`src/rtl/refresh_pkg.sv`:
```
package refresh_pkg;

  typedef enum logic [1:0] {
    ST_IDLE     = 2'd0,
    ST_PRE_WAIT = 2'd1,
    ST_ARF_WAIT = 2'd2
  } arbState_t;

  typedef struct packed {
    logic issuePre;
    logic issueArf;
  } ctlStrobe_t;

  localparam logic [3:0] CMD_NOP = 4'b0111;
  localparam logic [3:0] CMD_PRE = 4'b0010;
  localparam logic [3:0] CMD_ARF = 4'b0001;

endpackage

```
`src/rtl/refresh_datapath.sv`:
```
module refresh_datapath
  import refresh_pkg::*;
#(
  parameter int TRP    = 3,
  parameter int TRFC   = 20,
  parameter int TREFI  = 1560,
  parameter int ADDR_W = 13,
  parameter int BANK_W = 2
) (
  input  logic              clk,
  input  logic              rstN,
  input  logic              userCtrlEn,
  input  ctlStrobe_t        ctl,
  output logic              waitDone,
  output logic              timerReq,
  output logic [3:0]        cmdBits,
  output logic [ADDR_W-1:0] addr,
  output logic [BANK_W-1:0] bank,
  output logic              refreshAck
);

  localparam int WAIT_MAX = (TRP > TRFC) ? TRP : TRFC;
  localparam int WAIT_W   = $clog2(WAIT_MAX + 1);
  localparam int TMR_W    = $clog2(TREFI + 1);
  localparam int PALL_BIT = 10;

  logic [WAIT_W-1:0] waitCnt;
  logic [TMR_W-1:0]  intervalCnt;

  // recovery counter: loaded on each command, counts down to zero
  always_ff @(posedge clk) begin
    if (!rstN) begin
      waitCnt <= '0;
    end else if (ctl.issuePre) begin
      waitCnt <= WAIT_W'(TRP - 1);
    end else if (ctl.issueArf) begin
      waitCnt <= WAIT_W'(TRFC - 1);
    end else if (waitCnt != '0) begin
      waitCnt <= waitCnt - 1'b1;
    end
  end

  assign waitDone = (waitCnt == '0);

  // interval timer for internally generated refreshes
  always_ff @(posedge clk) begin
    if (!rstN || userCtrlEn) begin
      intervalCnt <= TMR_W'(TREFI - 1);
      timerReq    <= 1'b0;
    end else begin
      if (intervalCnt == '0) begin
        intervalCnt <= TMR_W'(TREFI - 1);
      end else begin
        intervalCnt <= intervalCnt - 1'b1;
      end
      if (intervalCnt == '0) begin
        timerReq <= 1'b1;
      end else if (ctl.issueArf) begin
        timerReq <= 1'b0;
      end
    end
  end

  // command, address and acknowledge registers
  always_ff @(posedge clk) begin
    if (!rstN) begin
      cmdBits    <= CMD_NOP;
      addr       <= '0;
      refreshAck <= 1'b0;
    end else begin
      refreshAck <= ctl.issueArf;
      if (ctl.issuePre) begin
        cmdBits <= CMD_PRE;
        addr    <= ADDR_W'(1) << PALL_BIT;
      end else if (ctl.issueArf) begin
        cmdBits <= CMD_ARF;
        addr    <= '0;
      end else begin
        cmdBits <= CMD_NOP;
        addr    <= '0;
      end
    end
  end

  assign bank = '0;

  // acknowledge and auto-refresh command share the same cycle
  a_r6_ack_with_arf: assert property (@(posedge clk) disable iff (!rstN)
    refreshAck |-> (cmdBits == CMD_ARF));

  // precharge-all carries only address bit 10
  a_r4_pre_addr: assert property (@(posedge clk) disable iff (!rstN)
    (cmdBits == CMD_PRE) |-> (addr == (ADDR_W'(1) << PALL_BIT)));

  // a precharge is never followed directly by another precharge
  a_r7_no_double_pre: assert property (@(posedge clk) disable iff (!rstN)
    (cmdBits == CMD_PRE) |=> (cmdBits != CMD_PRE));

  // only the three legal encodings appear on the bus
  a_r10_legal_cmd: assert property (@(posedge clk) disable iff (!rstN)
    (cmdBits == CMD_NOP) || (cmdBits == CMD_PRE) || (cmdBits == CMD_ARF));

endmodule

```
`src/rtl/refresh_ctrl.sv`:
```
module refresh_ctrl
  import refresh_pkg::*;
(
  input  logic       clk,
  input  logic       rstN,
  input  logic       userCtrlEn,
  input  logic       refreshReq,
  input  logic       rdReq,
  input  logic       wrReq,
  input  logic       xferBusy,
  input  logic       waitDone,
  input  logic       timerReq,
  output ctlStrobe_t ctl,
  output logic       xferGrant
);

  arbState_t state, stateNext;
  logic      pending;

  assign pending = userCtrlEn ? refreshReq : timerReq;

  always_comb begin
    stateNext    = state;
    ctl          = '0;
    unique case (state)
      ST_IDLE: begin
        if (pending && !xferBusy) begin
          ctl.issuePre = 1'b1;
          stateNext    = ST_PRE_WAIT;
        end
      end
      ST_PRE_WAIT: begin
        if (waitDone) begin
          ctl.issueArf = 1'b1;
          stateNext    = ST_ARF_WAIT;
        end
      end
      ST_ARF_WAIT: begin
        if (waitDone) begin
          if (pending) begin
            ctl.issueArf = 1'b1;
          end else begin
            stateNext = ST_IDLE;
          end
        end
      end
      default: stateNext = ST_IDLE;
    endcase
  end

  always_ff @(posedge clk) begin
    if (!rstN) begin
      state <= ST_IDLE;
    end else begin
      state <= stateNext;
    end
  end

  assign xferGrant = (state == ST_IDLE) && !pending && (rdReq || wrReq);

  // an in-flight transfer always blocks the precharge
  a_r3_busy_hold: assert property (@(posedge clk) disable iff (!rstN)
    xferBusy |-> !ctl.issuePre);

  // no auto-refresh while precharge recovery is still counting
  a_r5_trp_hold: assert property (@(posedge clk) disable iff (!rstN)
    ((state == ST_PRE_WAIT) && !waitDone) |-> !ctl.issueArf);

  // the grant is withdrawn while a refresh is pending
  a_r2_no_grant_pending: assert property (@(posedge clk) disable iff (!rstN)
    pending |-> !xferGrant);

  // chained refreshes never pass through another precharge
  a_r7_chain_no_pre: assert property (@(posedge clk) disable iff (!rstN)
    (state == ST_ARF_WAIT) |-> !ctl.issuePre);

endmodule

```
`src/rtl/refresh_cmd_arbiter.sv`:
```
module refresh_cmd_arbiter
  import refresh_pkg::*;
#(
  parameter int TRP    = 3,
  parameter int TRFC   = 20,
  parameter int TREFI  = 1560,
  parameter int ADDR_W = 13,
  parameter int BANK_W = 2
) (
  input  logic              clk,
  input  logic              rstN,
  input  logic              userCtrlEn,
  input  logic              refreshReq,
  input  logic              rdReq,
  input  logic              wrReq,
  input  logic              xferBusy,
  output logic              xferGrant,
  output logic              csN,
  output logic              rasN,
  output logic              casN,
  output logic              weN,
  output logic [ADDR_W-1:0] addr,
  output logic [BANK_W-1:0] bank,
  output logic              refreshAck
);

  ctlStrobe_t ctl;
  logic       waitDone;
  logic       timerReq;
  logic [3:0] cmdBits;

  refresh_ctrl u_ctrl (
    .clk        (clk),
    .rstN       (rstN),
    .userCtrlEn (userCtrlEn),
    .refreshReq (refreshReq),
    .rdReq      (rdReq),
    .wrReq      (wrReq),
    .xferBusy   (xferBusy),
    .waitDone   (waitDone),
    .timerReq   (timerReq),
    .ctl        (ctl),
    .xferGrant  (xferGrant)
  );

  refresh_datapath #(
    .TRP    (TRP),
    .TRFC   (TRFC),
    .TREFI  (TREFI),
    .ADDR_W (ADDR_W),
    .BANK_W (BANK_W)
  ) u_dp (
    .clk        (clk),
    .rstN       (rstN),
    .userCtrlEn (userCtrlEn),
    .ctl        (ctl),
    .waitDone   (waitDone),
    .timerReq   (timerReq),
    .cmdBits    (cmdBits),
    .addr       (addr),
    .bank       (bank),
    .refreshAck (refreshAck)
  );

  assign {csN, rasN, casN, weN} = cmdBits;

endmodule

```
`config.mk`:
```
export PLATFORM = sky130hd
export DESIGN_NAME = refresh_cmd_arbiter
export DESIGN_NICKNAME = d
export VERILOG_FILES = /design/src/rtl/refresh_pkg.sv /design/src/rtl/refresh_datapath.sv /design/src/rtl/refresh_ctrl.sv /design/src/rtl/refresh_cmd_arbiter.sv
export SDC_FILE = /design/constraint.sdc
export NUM_CORES = 1
export LEC_CHECK = 0
export BUFFER_PORTS_ARGS = -buffer_cell sky130_fd_sc_hd__buf_2
export CAP_MARGIN = 30
export CORE_MARGIN = 3
export CORE_UTILIZATION = 47
export CTS_CLUSTER_DIAMETER = 50
export DETAILED_ROUTE_END_ITERATION = 8
export GPL_ROUTABILITY_DRIVEN = 0
export PLACE_DENSITY = 0.82
export SYNTH_ARGS = -nofsm -noshare
export SYNTH_HDL_FRONTEND = slang
export SYNTH_SLANG_ARGS = --single-unit
```
`constraint.sdc`:
```
create_clock -name clk -period 1.72 [get_ports clk]
set_input_delay 0.172 -clock clk [delete_from_list [all_inputs] [get_ports clk]]
set_output_delay 0.172 -clock clk [all_outputs]
set_load 0.005 [all_outputs]
```
==> out/results.tsv, run 1 <==
metric	value	unit
maxCapViolations	0	
min_path_type	input pin to register	
irDropWorstVdd	1.13	mV
critical-path-top-delay-family	simple AND/OR/NAND/NOR gates	
grt_max_degree	13	
cts_sinks	24	
crit_type	register to register	
cts_root_buf	clkbuf_4	
avgSynthCellArea	9.10	um2
clk_pin_slew	130	ps
nNetsFinal	167	
post-place-cells	173	
num_vias	930	
stdcell_count	180	
cts_tree	built	
worstSkewPairLatency	320	ps
n_antenna_cell	0	
dr.first_iter.drc_count	9	
finalHoldViolCount	0	
grt_overflow	0	
grtUsageTotal	15.1	%
grt_pass1_wl	3840	um
hpwl	1740	um
arrival	2050	ps
rsz0062_at_grt	true	
violations	setup timing	
worstSetupEndpointType	register	
cts_made_buffers	3	
p_leak	0.000543	uW
power_density	1040	nW/um2
period_minus_slack	1790	ps
area_delta_synth_final	15.0	%
fin_crit_sh	104	%
syn-cell-area	1190	um2
setup_viol	11	
dr.pass1.iters	4	
ant_nets	0	
die_area	3180	um2
crit_fanout	6	
htreeDepth	1	
coreArea	2320	um2
drive_gt1_share	34.2	%
start_kind	register	
pre_cts_slack	-16.4	ps
path_buf_inv	1	
clockBufferDepth	2	
die_y	56.4	um
synth.yosys.seq_area_share	40.3	%
ys_seq_elements	24	
start_util	51.4	%
rows	17	
num_io_pins	28	
yosysWarnings	0	
synth_cells	131	
detail_route.wl_per_cell	13.4	um
wl	2410	um
ys_types	38	
slew_viol_final	0	
die_x	56.4	um
hold_ws	122	ps
slowest_delay	470	ps
finClkSkew	7.79	ps
max_freq	559	MHz
routed_via_density	5.17	
path_cells	inv_2, ha_4, or4b_1, or4_4, and2_4, nand2_2	
port_buffers	12	
critPathSlowestCell	or4_4	
status	complete, but fails checks	
drc	0	
cp.required	1990	ps
antenna_found_initial	0	
fin_ws	-68.2	ps
final_common_cell	dfxtp_1	
grt_pass1_vias	891	
ctsHoldBuffers	0	
layout_common_cells	dfxtp_1, conb_1, buf_2, nand2_1	
## stage by stage
step	power, uW	cell area, um2	util, %	TNS (ps)
finish	1430	1370	59.1	-419
global route	1530	1370	59.1	-1130
CTS	1350	1290	55.6	-4.10
detailed placement	1090	1250	54.1	-31.8
global placement	1050	1250	54.1	0
floorplan	974	1250	-	0
## final cells by class
cell class,count,area [um2]
clock buffers,3,22.5
fillers,215,947
inverters,8,30.0
multi-input cells,96,671
flip-flops and latches,24,485
well taps,28,35.0
repair buffers,21,128
## cells in the mapped netlist
master | instances | area share (%)
o211ai_1 | 1 | 0.63
or4b_1 | 1 | 0.84
nor2_1 | 8 | 2.5
o21ai_0 | 5 | 2.1
and2_1 | 1 | 0.52
nand3b_1 | 1 | 0.63
buf_4 | 15 | 9.4
and2b_2 | 1 | 0.73
clkbuf_1 | 1 | 0.31
dfxtp_1 | 24 | 40
buf_6 | 1 | 0.94
xnor2_1 | 9 | 6.6
nand2b_1 | 1 | 0.52
or4b_2 | 1 | 0.84
or4_4 | 2 | 1.9
mux2i_1 | 2 | 1.7
conb_1 | 1 | 0.31
o31ai_1 | 2 | 1.3
or4_1 | 1 | 0.63
o21ba_2 | 1 | 0.84
a21oi_1 | 2 | 0.84
nand3_1 | 1 | 0.42
inv_1 | 8 | 2.5
nand2_1 | 15 | 4.7
xor2_1 | 1 | 0.73
a21boi_0 | 2 | 1.3
ha_1 | 6 | 6.3
nor3_1 | 6 | 2.5
and3_1 | 1 | 0.52
o22ai_1 | 1 | 0.52
nor4_1 | 2 | 1.0
a31oi_1 | 1 | 0.52
nor4b_1 | 1 | 0.73
a41oi_1 | 1 | 0.73
and2_4 | 1 | 0.73
mux2_2 | 1 | 0.94
or3b_2 | 1 | 0.73
nor3b_1 | 1 | 0.63
## flip-flops by register name, indices dropped and copies added (netlist names)
register and flops:
u_ctrl.state 2, u_dp.addr 1, u_dp.timerReq 1, u_dp.waitCnt 5, u_dp.refreshAck 1, u_dp.intervalCnt 11, u_dp.cmdBits 3
## routing by layer
layer	track usage, %	share of wire [%]	wire [um]
met1	15.6	39	944
met2	27.2	55	1320
met3	5.75	4.5	109
met4	6.10	1.5	36
met5	0	0	0
## what timing repair did
item	in CTS	in global routing
pin swaps	1	8
setup endpoints to repair	6	18
gates resized for setup	4	20
setup buffers	0	4
## final timing paths
path	from	endpoint	slack (ps)	cells past startpoint
worst max-delay path	u_dp.intervalCnt[0]	u_dp.intervalCnt[0]	-70	6
worst min-delay path	rstN	u_dp.cmdBits[1]	120	2
worst max register to register	u_dp.intervalCnt[0]	u_dp.intervalCnt[0]	-70	6
worst min register to register	u_dp.intervalCnt[0]	u_dp.intervalCnt[0]	430	1
## where the power goes
group	total, uW	leakage, uW	internal [uW]	switching, uW
clock network	252	0.0000138	82.1	170
logic	509	0.000334	269	239
registers	668	0.000195	615	52.6
total	1430	0.000543	967	462
## kinds of logic (layout without fill, tap and decap cells)
logic type	count (synthesis)	in the layout	synth area share, %
multiplexers	3	3	2.62
flip-flops	24	24	40.3
other	1	15	0.314
AO/OA/AOI/OAI	16	16	8.71
buffers and inverters	25	32	13.2
XOR/XNOR	10	10	7.35
AND/OR/NAND/NOR	46	46	21.2
adder cells (fa/ha/maj)	6	6	6.30
## worst reg2reg max path: stages, from the launching register on
cell and delay, ps:
dfxtp_2 360, inv_2 80, ha_4 130, or4b_1 440, or4_4 470, and2_4 200, nand2_2 60
Power figures use the tool's default switching activity.
==> run 2: changes to the inputs <==
--- a/config.mk
+++ b/config.mk
@@ -7,12 +7,12 @@
 export LEC_CHECK = 0
 export BUFFER_PORTS_ARGS = -buffer_cell sky130_fd_sc_hd__buf_2
 export CAP_MARGIN = 30
-export CORE_MARGIN = 3
 export CORE_UTILIZATION = 47
 export CTS_CLUSTER_DIAMETER = 50
 export DETAILED_ROUTE_END_ITERATION = 8
 export GPL_ROUTABILITY_DRIVEN = 0
 export PLACE_DENSITY = 0.82
+export SLEW_MARGIN = 0
 export SYNTH_ARGS = -nofsm -noshare
 export SYNTH_HDL_FRONTEND = slang
 export SYNTH_SLANG_ARGS = --single-unit
==> constraint.sdc (replaced) <==
create_clock -name clk -period 1.72 [get_ports clk]
set_input_delay 0.344 -clock clk [delete_from_list [all_inputs] [get_ports clk]]
set_output_delay 0.344 -clock clk [all_outputs]
set_load 0.005 [all_outputs]
==> run 2 against run 1 <==
  * The run now ends clean
  * Combinational power down 9.0%
  * Critical path depth unchanged
  * Global-route usage up 2.1 points
  * Critical path type unchanged
  * Non-clock buffer count down 1
  * Total power down 4.2%
  * Sequential power about the same
  * Clock power down 4%
  * Sequential share of layout area up 0.79 points
  * Maximum frequency up 4.9%
==> out/results.tsv, run 2 (synthesis gave the netlist of run 1 again) <==
metric	value	unit	change
status	finished, final reports clean		was complete, but fails checks
pre_cts_slack	-32.2	ps	was -16.4 ps
die_area	2740	um2	was 3180 um2
crit_fanout	6		unchanged
grtUsageTotal	17.3	%	was 15.1%
n_antenna_cell	0		unchanged
fin_ws	15.8	ps	was -68.2 ps
crit_type	register to register		unchanged
rows	17		unchanged
grt_pass1_vias	879		was 891
wl	2160	um	was 2410 um
clk_pin_slew	120	ps	was 130 ps
power_density	1020	nW/um2	was 1040 nW/um2
worstSetupEndpointType	register		unchanged
start_kind	register		unchanged
r2r-end	u_dp.intervalCnt[0]		unchanged
grt_max_degree	13		unchanged
start_util	51.9	%	was 51.4%
power	1370	uW	was 1430 uW
antenna_found_initial	0		unchanged
max_freq	587	MHz	was 559 MHz
die_x	52.4	um	was 56.4 um
slew_viol_final	0		unchanged
dr.first_iter.drc_count	13		was 9
final_core_util	58.4	%	was 59.1%
clockBufferDepth	2		unchanged
layout_common_cells	dfxtp_1, conb_1, nand2_1, buf_2, xnor2_1		was dfxtp_1, conb_1, buf_2, nand2_1
largest_register_ffs	11		unchanged
finClkSkew	0.560	ps	was 7.79 ps
top_regs	u_dp.intervalCnt: 11 flops, u_dp.waitCnt: 5 flops, u_dp.cmdBits: 3 flops		unchanged
p_leak	0.000537	uW	was 0.000543 uW
grt_pass1_wl	3510	um	was 3840 um
final_cell_area	1340	um2	was 1370 um2
drc	0		unchanged
coreArea	2300	um2	was 2320 um2
num_io_pins	28		unchanged
grt_overflow	0		unchanged
setup_viol	0		was 11
ctsHoldBuffers	0		unchanged
nNetsFinal	166		was 167
placed_cell_area	1260	um2	was 1250 um2
regMostFlops	u_dp.intervalCnt		unchanged
dr.pass1.iters	4		unchanged
arrival	1960	ps	was 2050 ps
period_minus_slack	1700	ps	was 1790 ps
port_buffers	12		unchanged
die_y	52.4	um	was 56.4 um
min_path_type	input pin to register		unchanged
finalHoldViolCount	0		unchanged
ant_nets	0		unchanged
setup-tns-final	0	ps	was -419 ps
cp.required	1980	ps	was 1990 ps
regToRegStartpoint	u_dp.intervalCnt[0]		unchanged
worstSkewPairLatency	300	ps	was 320 ps
hpwl	1650	um	was 1740 um
num_vias	925		was 930
cts_tree	built		unchanged
fin_crit_sh	99.1	%	was 104%
rrSetupSlack	20	ps	was -70 ps
htreeDepth	1		unchanged
routed_via_density	5.17		about the same
rsz0062_at_grt	true		unchanged
r2r_cells	6		unchanged
cts_root_buf	clkbuf_4		unchanged
hold_depth	2		unchanged
hold-path-endpoint	u_dp.cmdBits[1]		unchanged
irDropWorstVdd	1.02	mV	was 1.13 mV
cts_made_buffers	3		unchanged
cts_sinks	24		unchanged
min-delay-start	rstN		unchanged
drive_gt1_share	29.8	%	was 34.2%
nFillCells	210		was 215
final_common_cell	dfxtp_1		unchanged
area_delta_synth_final	12.5	%	was 15.0%
detail_route.wl_per_cell	12.1	um	was 13.4 um
maxCapViolations	0		unchanged
-- run 2: cell types whose count changed in the layout (fill, tap and decap cells not counted), moves of 2 or more --
| cell | before | now |
|---|---|---|
| nor2_2 | 2 | 0 |
| nand2_2 | 4 | 0 |
| nor2_1 | 6 | 8 |
| nand2_1 | 10 | 14 |
-- run 2: area by class of cell --
type | instances | area (um2) | area share [%]
Sequential cell | 24 | 485 | 36.2
Tap cell | 28 | 35.0 | 2.61
Clock buffer | 3 | 22.5 | 1.68
Timing Repair Buffer | 20 | 120 | 8.96
Inverter | 8 | 30.0 | 2.24
Multi-Input combinational cell | 96 | 648 | 48.3
-- run 2: metal layers --
metal / vias up / GRT usage (%) / share of wire, %
met1: 453 / 16.7 / 40
met5: - / 0 / 0
met3: 2 / 5.80 / 3.2
li1: 457 / - / -
met4: 0 / 4.82 / 0.74
met2: 13 / 33.8 / 56
-- run 2: repair_timing --
action | CTS | global route
endpoints found under the setup margin | 6 | 15
pin swaps | 0 | 2
hold endpoints to repair | 0 | 0
buffers inserted | 0 | 2
resized for setup | 3 | 13
-- run 2: worst max-delay path: stages, from the launching register on --
cell and delay, ps:
dfxtp_2 350, inv_2 50, ha_1 130, or4b_1 420, or4_4 460, and2_4 180
nand2_1 60
-- run 2: metrics by stage --
stage,hold slack [ps],cells
finish,311,179
global route,315,179
CTS,300,177
detailed placement,401,174
global placement,387,174
floorplan,379,145
-- run 2: worst max path at each step --
stage | depth (start not counted) | to | slack (ps) | start
after detailed placement | 6 | u_dp.intervalCnt[10] | -30 | u_dp.intervalCnt[0]
final | 6 | u_dp.intervalCnt[0] | 20 | u_dp.intervalCnt[0]
after global routing | 6 | u_dp.intervalCnt[0] | -40 | u_dp.intervalCnt[0]
after CTS | 6 | u_dp.intervalCnt[0] | -6 | u_dp.intervalCnt[0]
after global placement | 6 | u_dp.intervalCnt[6] | 50 | u_dp.intervalCnt[0]
after floorplan | 5 | u_dp.intervalCnt[0] | 9 | u_dp.intervalCnt[4]
-- run 2: where the power goes --
| group | switching [uW] | internal, uW | total, uW |
|---|---|---|---|
| combinational | 227 | 236 | 463 |
| clock | 159 | 81.8 | 241 |
| sequential | 51.4 | 613 | 665 |
| total | 437 | 931 | 1370 |
